File: src/rtl/hs_port_pkg.sv
`timescale 1ns/1ps
package hs_port_pkg;

  localparam int PCW = 8;

  typedef enum logic [1:0] {
    SEL_A   = 2'd0,
    SEL_B   = 2'd1,
    SEL_C   = 2'd2,
    SEL_CTL = 2'd3
  } sel_e;

  typedef struct packed {
    logic a_hs;
    logic a_in;
    logic cu_in;
    logic b_hs;
    logic b_in;
    logic cl_in;
  } mode_t;

  localparam mode_t MODE_RESET = '{a_hs: 1'b0, a_in: 1'b1, cu_in: 1'b1,
                                   b_hs: 1'b0, b_in: 1'b1, cl_in: 1'b1};

  function automatic mode_t decode_mode(input logic [7:0] w);
    mode_t m;
    m.a_hs  = (w[6:5] == 2'b01);
    m.a_in  = w[4];
    m.cu_in = w[3];
    m.b_hs  = w[2];
    m.b_in  = w[1];
    m.cl_in = w[0];
    return m;
  endfunction

endpackage

File: src/rtl/hs_chan.sv
`timescale 1ns/1ps
module hs_chan #(
  parameter int DW = 8
) (
  input  logic          clk,
  input  logic          rst_n,
  input  logic          clr,
  input  logic          hs_en,
  input  logic          dir_in,
  input  logic          line_n,
  input  logic [DW-1:0] pin_d,
  input  logic          rd,
  input  logic          wr,
  input  logic [DW-1:0] wdata,
  input  logic          inte,
  output logic [DW-1:0] data_q,
  output logic          ibf,
  output logic          obf_n,
  output logic          intr
);

  logic line_q;
  logic rd_q;
  logic line_rise;

  assign line_rise = hs_en & line_n & ~line_q;

  always_ff @(posedge clk or negedge rst_n) begin
    if (!rst_n) begin
      line_q <= 1'b1;
      rd_q   <= 1'b0;
      data_q <= '0;
      ibf    <= 1'b0;
      obf_n  <= 1'b1;
      intr   <= 1'b0;
    end else begin
      line_q <= line_n;
      rd_q   <= rd;
      if (clr) begin
        data_q <= '0;
        ibf    <= 1'b0;
        obf_n  <= 1'b1;
        intr   <= 1'b0;
      end else if (dir_in) begin
        // read clears, strobe sets; later assignment wins
        if (rd_q && !rd) ibf <= 1'b0;
        if (hs_en && !line_n) begin
          data_q <= pin_d;
          ibf    <= 1'b1;
        end
        if (rd) intr <= 1'b0;
        if (line_rise && inte) intr <= 1'b1;
      end else begin
        if (wr) begin
          data_q <= wdata;
          if (hs_en) begin
            obf_n <= 1'b0;
            intr  <= 1'b0;
          end
        end
        if (hs_en && !line_n) obf_n <= 1'b1;
        if (line_rise && inte) intr <= 1'b1;
      end
    end
  end

endmodule

File: src/rtl/pc_map.sv
`timescale 1ns/1ps
module pc_map
  import hs_port_pkg::*;
(
  input  mode_t          m,
  input  logic [PCW-1:0] lat,
  input  logic [PCW-1:0] pin,
  input  logic           ibf_a,
  input  logic           obf_a_n,
  input  logic           intr_a,
  input  logic           inte_a,
  input  logic           ibf_b,
  input  logic           obf_b_n,
  input  logic           intr_b,
  input  logic           inte_b,
  output logic [PCW-1:0] pc_out,
  output logic [PCW-1:0] pc_oe,
  output logic [PCW-1:0] status
);

  localparam int HALF = PCW / 2;

  always_comb begin
    for (int i = 0; i < PCW; i++) begin
      pc_oe[i]  = (i >= HALF) ? ~m.cu_in : ~m.cl_in;
      pc_out[i] = lat[i];
      status[i] = pc_oe[i] ? lat[i] : pin[i];
    end

    if (m.b_hs) begin
      pc_oe[2]  = 1'b0;
      status[2] = inte_b;
      pc_oe[0]  = 1'b1;
      pc_out[0] = intr_b;
      status[0] = intr_b;
      pc_oe[1]  = 1'b1;
      pc_out[1] = m.b_in ? ibf_b : obf_b_n;
      status[1] = pc_out[1];
    end

    if (m.a_hs) begin
      pc_oe[3]  = 1'b1;
      pc_out[3] = intr_a;
      status[3] = intr_a;
      if (m.a_in) begin
        pc_oe[4]  = 1'b0;
        status[4] = inte_a;
        pc_oe[5]  = 1'b1;
        pc_out[5] = ibf_a;
        status[5] = ibf_a;
      end else begin
        pc_oe[6]  = 1'b0;
        status[6] = inte_a;
        pc_oe[7]  = 1'b1;
        pc_out[7] = obf_a_n;
        status[7] = obf_a_n;
      end
    end
  end

endmodule

File: src/rtl/hs_port_pair.sv
`timescale 1ns/1ps
module hs_port_pair
  import hs_port_pkg::*;
#(
  parameter int DW = 8
) (
  input  logic           clk,
  input  logic           rst_n,
  input  logic [1:0]     cpu_addr,
  input  logic           cpu_rd,
  input  logic           cpu_wr,
  input  logic [DW-1:0]  cpu_wdata,
  output logic [DW-1:0]  cpu_rdata,
  input  logic [DW-1:0]  pa_in,
  output logic [DW-1:0]  pa_out,
  output logic           pa_oe,
  input  logic [DW-1:0]  pb_in,
  output logic [DW-1:0]  pb_out,
  output logic           pb_oe,
  input  logic [PCW-1:0] pc_in,
  output logic [PCW-1:0] pc_out,
  output logic [PCW-1:0] pc_oe
);

  mode_t          mode;
  logic [PCW-1:0] pc_lat;
  logic           inte_a, inte_b;
  logic           a_hs, a_in;
  logic           ctl_wr, mode_wr, bit_wr, pc_wr;
  logic [2:0]     bit_idx;
  logic           bit_val;
  logic [DW-1:0]  a_data, b_data;
  logic           ibf_a, obf_a_n, intr_a;
  logic           ibf_b, obf_b_n, intr_b;
  logic           a_line_n;
  logic [PCW-1:0] status;

  assign a_hs    = mode.a_hs;
  assign a_in    = mode.a_in;
  assign ctl_wr  = cpu_wr && (sel_e'(cpu_addr) == SEL_CTL);
  assign mode_wr = ctl_wr && cpu_wdata[7];
  assign bit_wr  = ctl_wr && !cpu_wdata[7];
  assign pc_wr   = cpu_wr && (sel_e'(cpu_addr) == SEL_C);
  assign bit_idx = cpu_wdata[3:1];
  assign bit_val = cpu_wdata[0];

  always_ff @(posedge clk or negedge rst_n) begin
    if (!rst_n) begin
      mode   <= MODE_RESET;
      pc_lat <= '0;
      inte_a <= 1'b0;
      inte_b <= 1'b0;
    end else if (mode_wr) begin
      mode   <= decode_mode(cpu_wdata[7:0]);
      pc_lat <= '0;
      inte_a <= 1'b0;
      inte_b <= 1'b0;
    end else if (bit_wr) begin
      pc_lat[bit_idx] <= bit_val;
      if (mode.a_hs && (bit_idx == (mode.a_in ? 3'd4 : 3'd6))) inte_a <= bit_val;
      if (mode.b_hs && (bit_idx == 3'd2))                      inte_b <= bit_val;
    end else if (pc_wr) begin
      pc_lat <= cpu_wdata[PCW-1:0];
    end
  end

  assign a_line_n = mode.a_in ? pc_in[4] : pc_in[6];

  hs_chan #(.DW(DW)) u_chan_a (
    .clk    (clk),
    .rst_n  (rst_n),
    .clr    (mode_wr),
    .hs_en  (mode.a_hs),
    .dir_in (mode.a_in),
    .line_n (a_line_n),
    .pin_d  (pa_in),
    .rd     (cpu_rd && (sel_e'(cpu_addr) == SEL_A)),
    .wr     (cpu_wr && (sel_e'(cpu_addr) == SEL_A)),
    .wdata  (cpu_wdata),
    .inte   (inte_a),
    .data_q (a_data),
    .ibf    (ibf_a),
    .obf_n  (obf_a_n),
    .intr   (intr_a)
  );

  hs_chan #(.DW(DW)) u_chan_b (
    .clk    (clk),
    .rst_n  (rst_n),
    .clr    (mode_wr),
    .hs_en  (mode.b_hs),
    .dir_in (mode.b_in),
    .line_n (pc_in[2]),
    .pin_d  (pb_in),
    .rd     (cpu_rd && (sel_e'(cpu_addr) == SEL_B)),
    .wr     (cpu_wr && (sel_e'(cpu_addr) == SEL_B)),
    .wdata  (cpu_wdata),
    .inte   (inte_b),
    .data_q (b_data),
    .ibf    (ibf_b),
    .obf_n  (obf_b_n),
    .intr   (intr_b)
  );

  pc_map u_pc_map (
    .m       (mode),
    .lat     (pc_lat),
    .pin     (pc_in),
    .ibf_a   (ibf_a),
    .obf_a_n (obf_a_n),
    .intr_a  (intr_a),
    .inte_a  (inte_a),
    .ibf_b   (ibf_b),
    .obf_b_n (obf_b_n),
    .intr_b  (intr_b),
    .inte_b  (inte_b),
    .pc_out  (pc_out),
    .pc_oe   (pc_oe),
    .status  (status)
  );

  assign pa_out = a_data;
  assign pa_oe  = ~mode.a_in;
  assign pb_out = b_data;
  assign pb_oe  = ~mode.b_in;

  always_comb begin
    unique case (sel_e'(cpu_addr))
      SEL_A:   cpu_rdata = (mode.a_in && !mode.a_hs) ? pa_in : a_data;
      SEL_B:   cpu_rdata = (mode.b_in && !mode.b_hs) ? pb_in : b_data;
      SEL_C:   cpu_rdata = DW'(status);
      default: cpu_rdata = '0;
    endcase
  end

endmodule

File: config.mk
export PLATFORM = sky130hd
export DESIGN_NAME = hs_port_pair
export DESIGN_NICKNAME = d
export VERILOG_FILES = /design/src/rtl/hs_port_pkg.sv /design/src/rtl/hs_chan.sv /design/src/rtl/pc_map.sv /design/src/rtl/hs_port_pair.sv
export SDC_FILE = /design/constraint.sdc
export NUM_CORES = 1
export LEC_CHECK = 0
export ABC_AREA = 1
export BUFFER_PORTS_ARGS = -buffer_cell sky130_fd_sc_hd__buf_4
export CAP_MARGIN = 20
export CORE_AREA = 2 2 76 78
export CTS_BUF_LIST = sky130_fd_sc_hd__clkbuf_4
export DETAILED_ROUTE_END_ITERATION = 16
export DIE_AREA = 0 0 78 80
export PLACE_DENSITY = 0.85
export SLEW_MARGIN = 20
export SYNTH_ARGS = -nofsm -noshare
export SYNTH_HDL_FRONTEND = slang
export SYNTH_HIERARCHICAL = 1
export SYNTH_SLANG_ARGS = --single-unit
File: constraint.sdc
create_clock -name clk -period 2.2 [get_ports clk]
set_input_delay 0 -clock clk [delete_from_list [all_inputs] [get_ports clk]]
set_output_delay 0 -clock clk [all_outputs]
set_load 0.02 [all_outputs]
==> results.sh <==
export IMPL_status="finished, violations left"
export IMPL_violations="hold timing"
export IMPL_cts_htree_levels=2
export IMPL_required_ns=2.20
export IMPL_synth_distinct_cells=26
export IMPL_cp_cell_sequence="inv_1 > nand2_1 > inv_1 > nor2_1 > nor2_1 > o21ai_0 > nand3_1 > buf_4"
export IMPL_grt_pass1_wl_um=15300
export IMPL_cp_slowest_cell="dfrtp_2"
export IMPL_ant_nets=0
export IMPL_yosysSeqAreaShare_pct=34.6
export IMPL_power_density_mw_per_mm2=884
export IMPL_drive_above_1_share_pct=19.8
export IMPL_cts_sinks=42
export IMPL_ir_worst_vdd_mv=0.540
export IMPL_cts_buffer_depth=2
export IMPL_max_freq_mhz=510
export IMPL_placed_area_mm2=0.00366
export IMPL_fin_skew_ns=0.0174
export IMPL_via_count=3589
export IMPL_slew_headroom_pct=62.9
export IMPL_grt_total_usage_pct=31.0
export IMPL_syn_inst=488
export IMPL_gr_total_overflow=0
export IMPL_setup_viol=0
export IMPL_yosysTopAreaCell="dfrtp_1"
export IMPL_cts_root_buf="clkbuf_4"
export IMPL_gp_congestion=0.923
export IMPL_setup_tns_ns=0
export IMPL_cp_data_arrival_time_ns=1.96
export IMPL_critPathLaunchType="flop"
export IMPL_grt_max_degree=43
export IMPL_critical_path_max_stage_delay_ns=0.51
export IMPL_yosysMostFrequentCell="nand2_1"
export IMPL_crit_family="buffers and inverters"
export IMPL_crit_buf_inv=3
export IMPL_initial_utilization_pct=56.7
export IMPL_place_hpwl_um=6790
export IMPL_die_area_mm2=0.00624
export IMPL_synth_edf_count=0
export IMPL_synth_seq_cells=42
export IMPL_via_per_inst=5.46
export IMPL_clkPwrFrac_pct=15.2
export IMPL_syn_avg_cell_area_um2=6.28
export IMPL_p_leak_nw=2.13
export IMPL_max_cap_violations=0
export IMPL_die_h_um=80
export IMPL_worstPathMaxFanout=13
export IMPL_grt_pass1_vias=3264
export IMPL_wl_per_cell_um=14.4
export IMPL_ys_warnings_count=6
export IMPL_row_count=27
export IMPL_antenna_found_initial=0
export IMPL_synth_area_leaders="dfrtp_1 (28%), nand2_1 (23%), nand3_1 (10%)"
export IMPL_worst_hold_slack_ns=-0.00135
export IMPL_ios=80
export IMPL_synthTopCellsByCount="nand2_1 (184), nand3_1 (62), nor2_1 (57)"
export IMPL_fin_crit_sh_pct=89.2
export IMPL_intPower_mw=1.93
export IMPL_drtIter0Drc=417
export IMPL_post_route_drc_count=0
export IMPL_die_x_um=78
export IMPL_worstSetupEndpointType="primary output"
export IMPL_cts_buffers=5
export IMPL_p_comb_share_pct=49.8
export IMPL_syn_area_mm2=0.00306
export IMPL_report_final_slew_viol_count=0
export IMPL_drtPass1Iterations=6
export IMPL_grt_setup_unrepaired="false"
export IMPL_fin_area_mm2=0.00396
export IMPL_cts_tree="built"
export IMPL_fin_crit_ns=1.96
export IMPL_port_buffer_count=79
export IMPL_syn2layout_area_growth_pct=29.1
export IMPL_core_area_mm2=0.00541
export IMPL_drt_total_wl_um=9450
export IMPL_hold_class="in -> reg"
export IMPL_ys_async_sr_fraction_pct=100
export IMPL_clock_latency_ns=0.37
export IMPL_antenna_diode_count=0
export IMPL_clk_pin_slew_ns=0.15
export IMPL_critPathKind="reg -> out"
export IMPL_hold_viol=1
export IMPL_nets=622
export IMPL_seqPwrFrac_pct=34.9
export IMPL_synth_top_area_share_pct=27.8
export IMPL_tightestPinTransition_ns=0.556
export IMPL_p_sw_mw=1.56
export IMPL_synth_nets=526
export IMPL_swShare_pct=44.7
export IMPL_ys_flop_type="dfrtp_1"
## state kept, by name, summed over array words and instances, names as in the netlist, 4 cells and up
register and flops:
u_chan_b/data_q 8, pc_lat 8, mode 4, u_chan_a/data_q 8
## worst reg2reg max path, stage by stage, from the launching register on
cell	delay, ns
dfstp_2	0.66
inv_1	0.10
nand2_1	0.06
nand2_1	0.08
inv_1	0.09
nand2_1	0.08
nand3_2	0.19
nand2_4	0.11
nand2_1	0.08
nand2_1	0.05
## cells by family after synthesis
kind of cell | share of synthesized area [%]
AO/OA/AOI/OAI | 8.37
XOR/XNOR | 0.286
buffers and inverters | 10.6
flip-flops | 34.6
AND/OR/NAND/NOR | 46.1
## stage by stage
| stage | hold slack [ns] | instances | total power, mW | utilization (%) | setup slack [ns] |
|---|---|---|---|---|---|
| finish | -0.00135 | 657 | 3.50 | 73.2 | 0.238 |
| global route | 0.0122 | 657 | 3.71 | 73.2 | 0.0742 |
| CTS | 0.000546 | 657 | 3.47 | 73.1 | 0.127 |
| detailed placement | 0.0258 | 628 | 2.91 | 67.7 | 0.552 |
| global placement | 0.0233 | 628 | 2.88 | 67.7 | 0.629 |
| floorplan | -0.296 | 488 | 2.25 | - | 0.623 |
## worst paths after layout
path / start / to / slack [ns] / cells past startpoint
worst max-delay path: mode[2] / cpu_rdata[7] / 0.24 / 8
worst min-delay path: pb_in[6] / u_chan_b/data_q[6] / -0.001 / 5
worst max register to register: a_in / u_chan_a/data_q[5] / 0.60 / 9
worst min register to register: u_chan_b/obf_n / u_chan_b/obf_n / 0.49 / 2
max in group asynchronous: rst_n / mode[2] / 1.63 / 2
min in group asynchronous: rst_n / u_chan_b/rd_q / 0.15 / 2
## repair_timing
item,4_1_cts,5_1_grt
setup endpoints to repair,0,5
hold buffers,21,0
gates resized for setup,0,3
setup buffers,0,0
endpoints found under the hold margin,64,0
## routing by layer
metal  vias to the layer above  GRT usage, %  part of all wire, %
met5                         -             0                    0
met4                         0          10.7                  2.7
met3                        32          5.32                  9.0
met2                       205          50.0                   47
met1                      1623          42.3                   41
li1                       1729             -                    -
## power by group through the flow
stage	combinational [mW]	clock (mW)	sequential, mW
2_1_floorplan	0.918	0	1.33
3_3_place_gp	1.65	0	1.23
3_5_place_dp	1.68	0	1.23
4_1_cts	1.72	0.533	1.22
5_1_grt	1.89	0.568	1.25
6_report	1.74	0.532	1.22
## final cells by class
type | instances | area (µm²)
flip-flops and latches | 42 | 1060
repair buffers | 103 | 826
clock buffers | 6 | 45.0
clock inverters | 2 | 37.5
well taps | 72 | 90.1
fillers | 458 | 1450
inverters | 57 | 214
multi-input cells | 375 | 1680
## placed cells by master, fill, tap and decap left out
master / synthesis / final
o21ai_1: 2 / 2
nand2_2: 0 / 1
nor2_4: 5 / 5
nand3_4: 1 / 1
a31oi_1: 2 / 2
o21ai_2: 1 / 1
buf_4: 9 / 82
inv_2: 1 / 1
dlygate4sd3_1: 0 / 21
nand2_4: 4 / 4
or2_2: 1 / 1
inv_1: 53 / 53
nand3b_1: 1 / 1
dfrtp_1: 34 / 32
nor2_1: 57 / 57
o211ai_1: 2 / 2
nand2_1: 184 / 183
nand3_1: 62 / 62
nor3_1: 4 / 4
clkinv_1: 3 / 3
clkbuf_4: 0 / 6
a21oi_1: 7 / 7
dfstp_2: 8 / 8
nand4_1: 4 / 4
xor2_1: 1 / 1
clkinvlp_4: 0 / 1
bufinv_16: 0 / 1
dfrtp_2: 0 / 2
o21ai_0: 35 / 35
nand3_2: 2 / 2
Power figures use the tool's default switching activity.
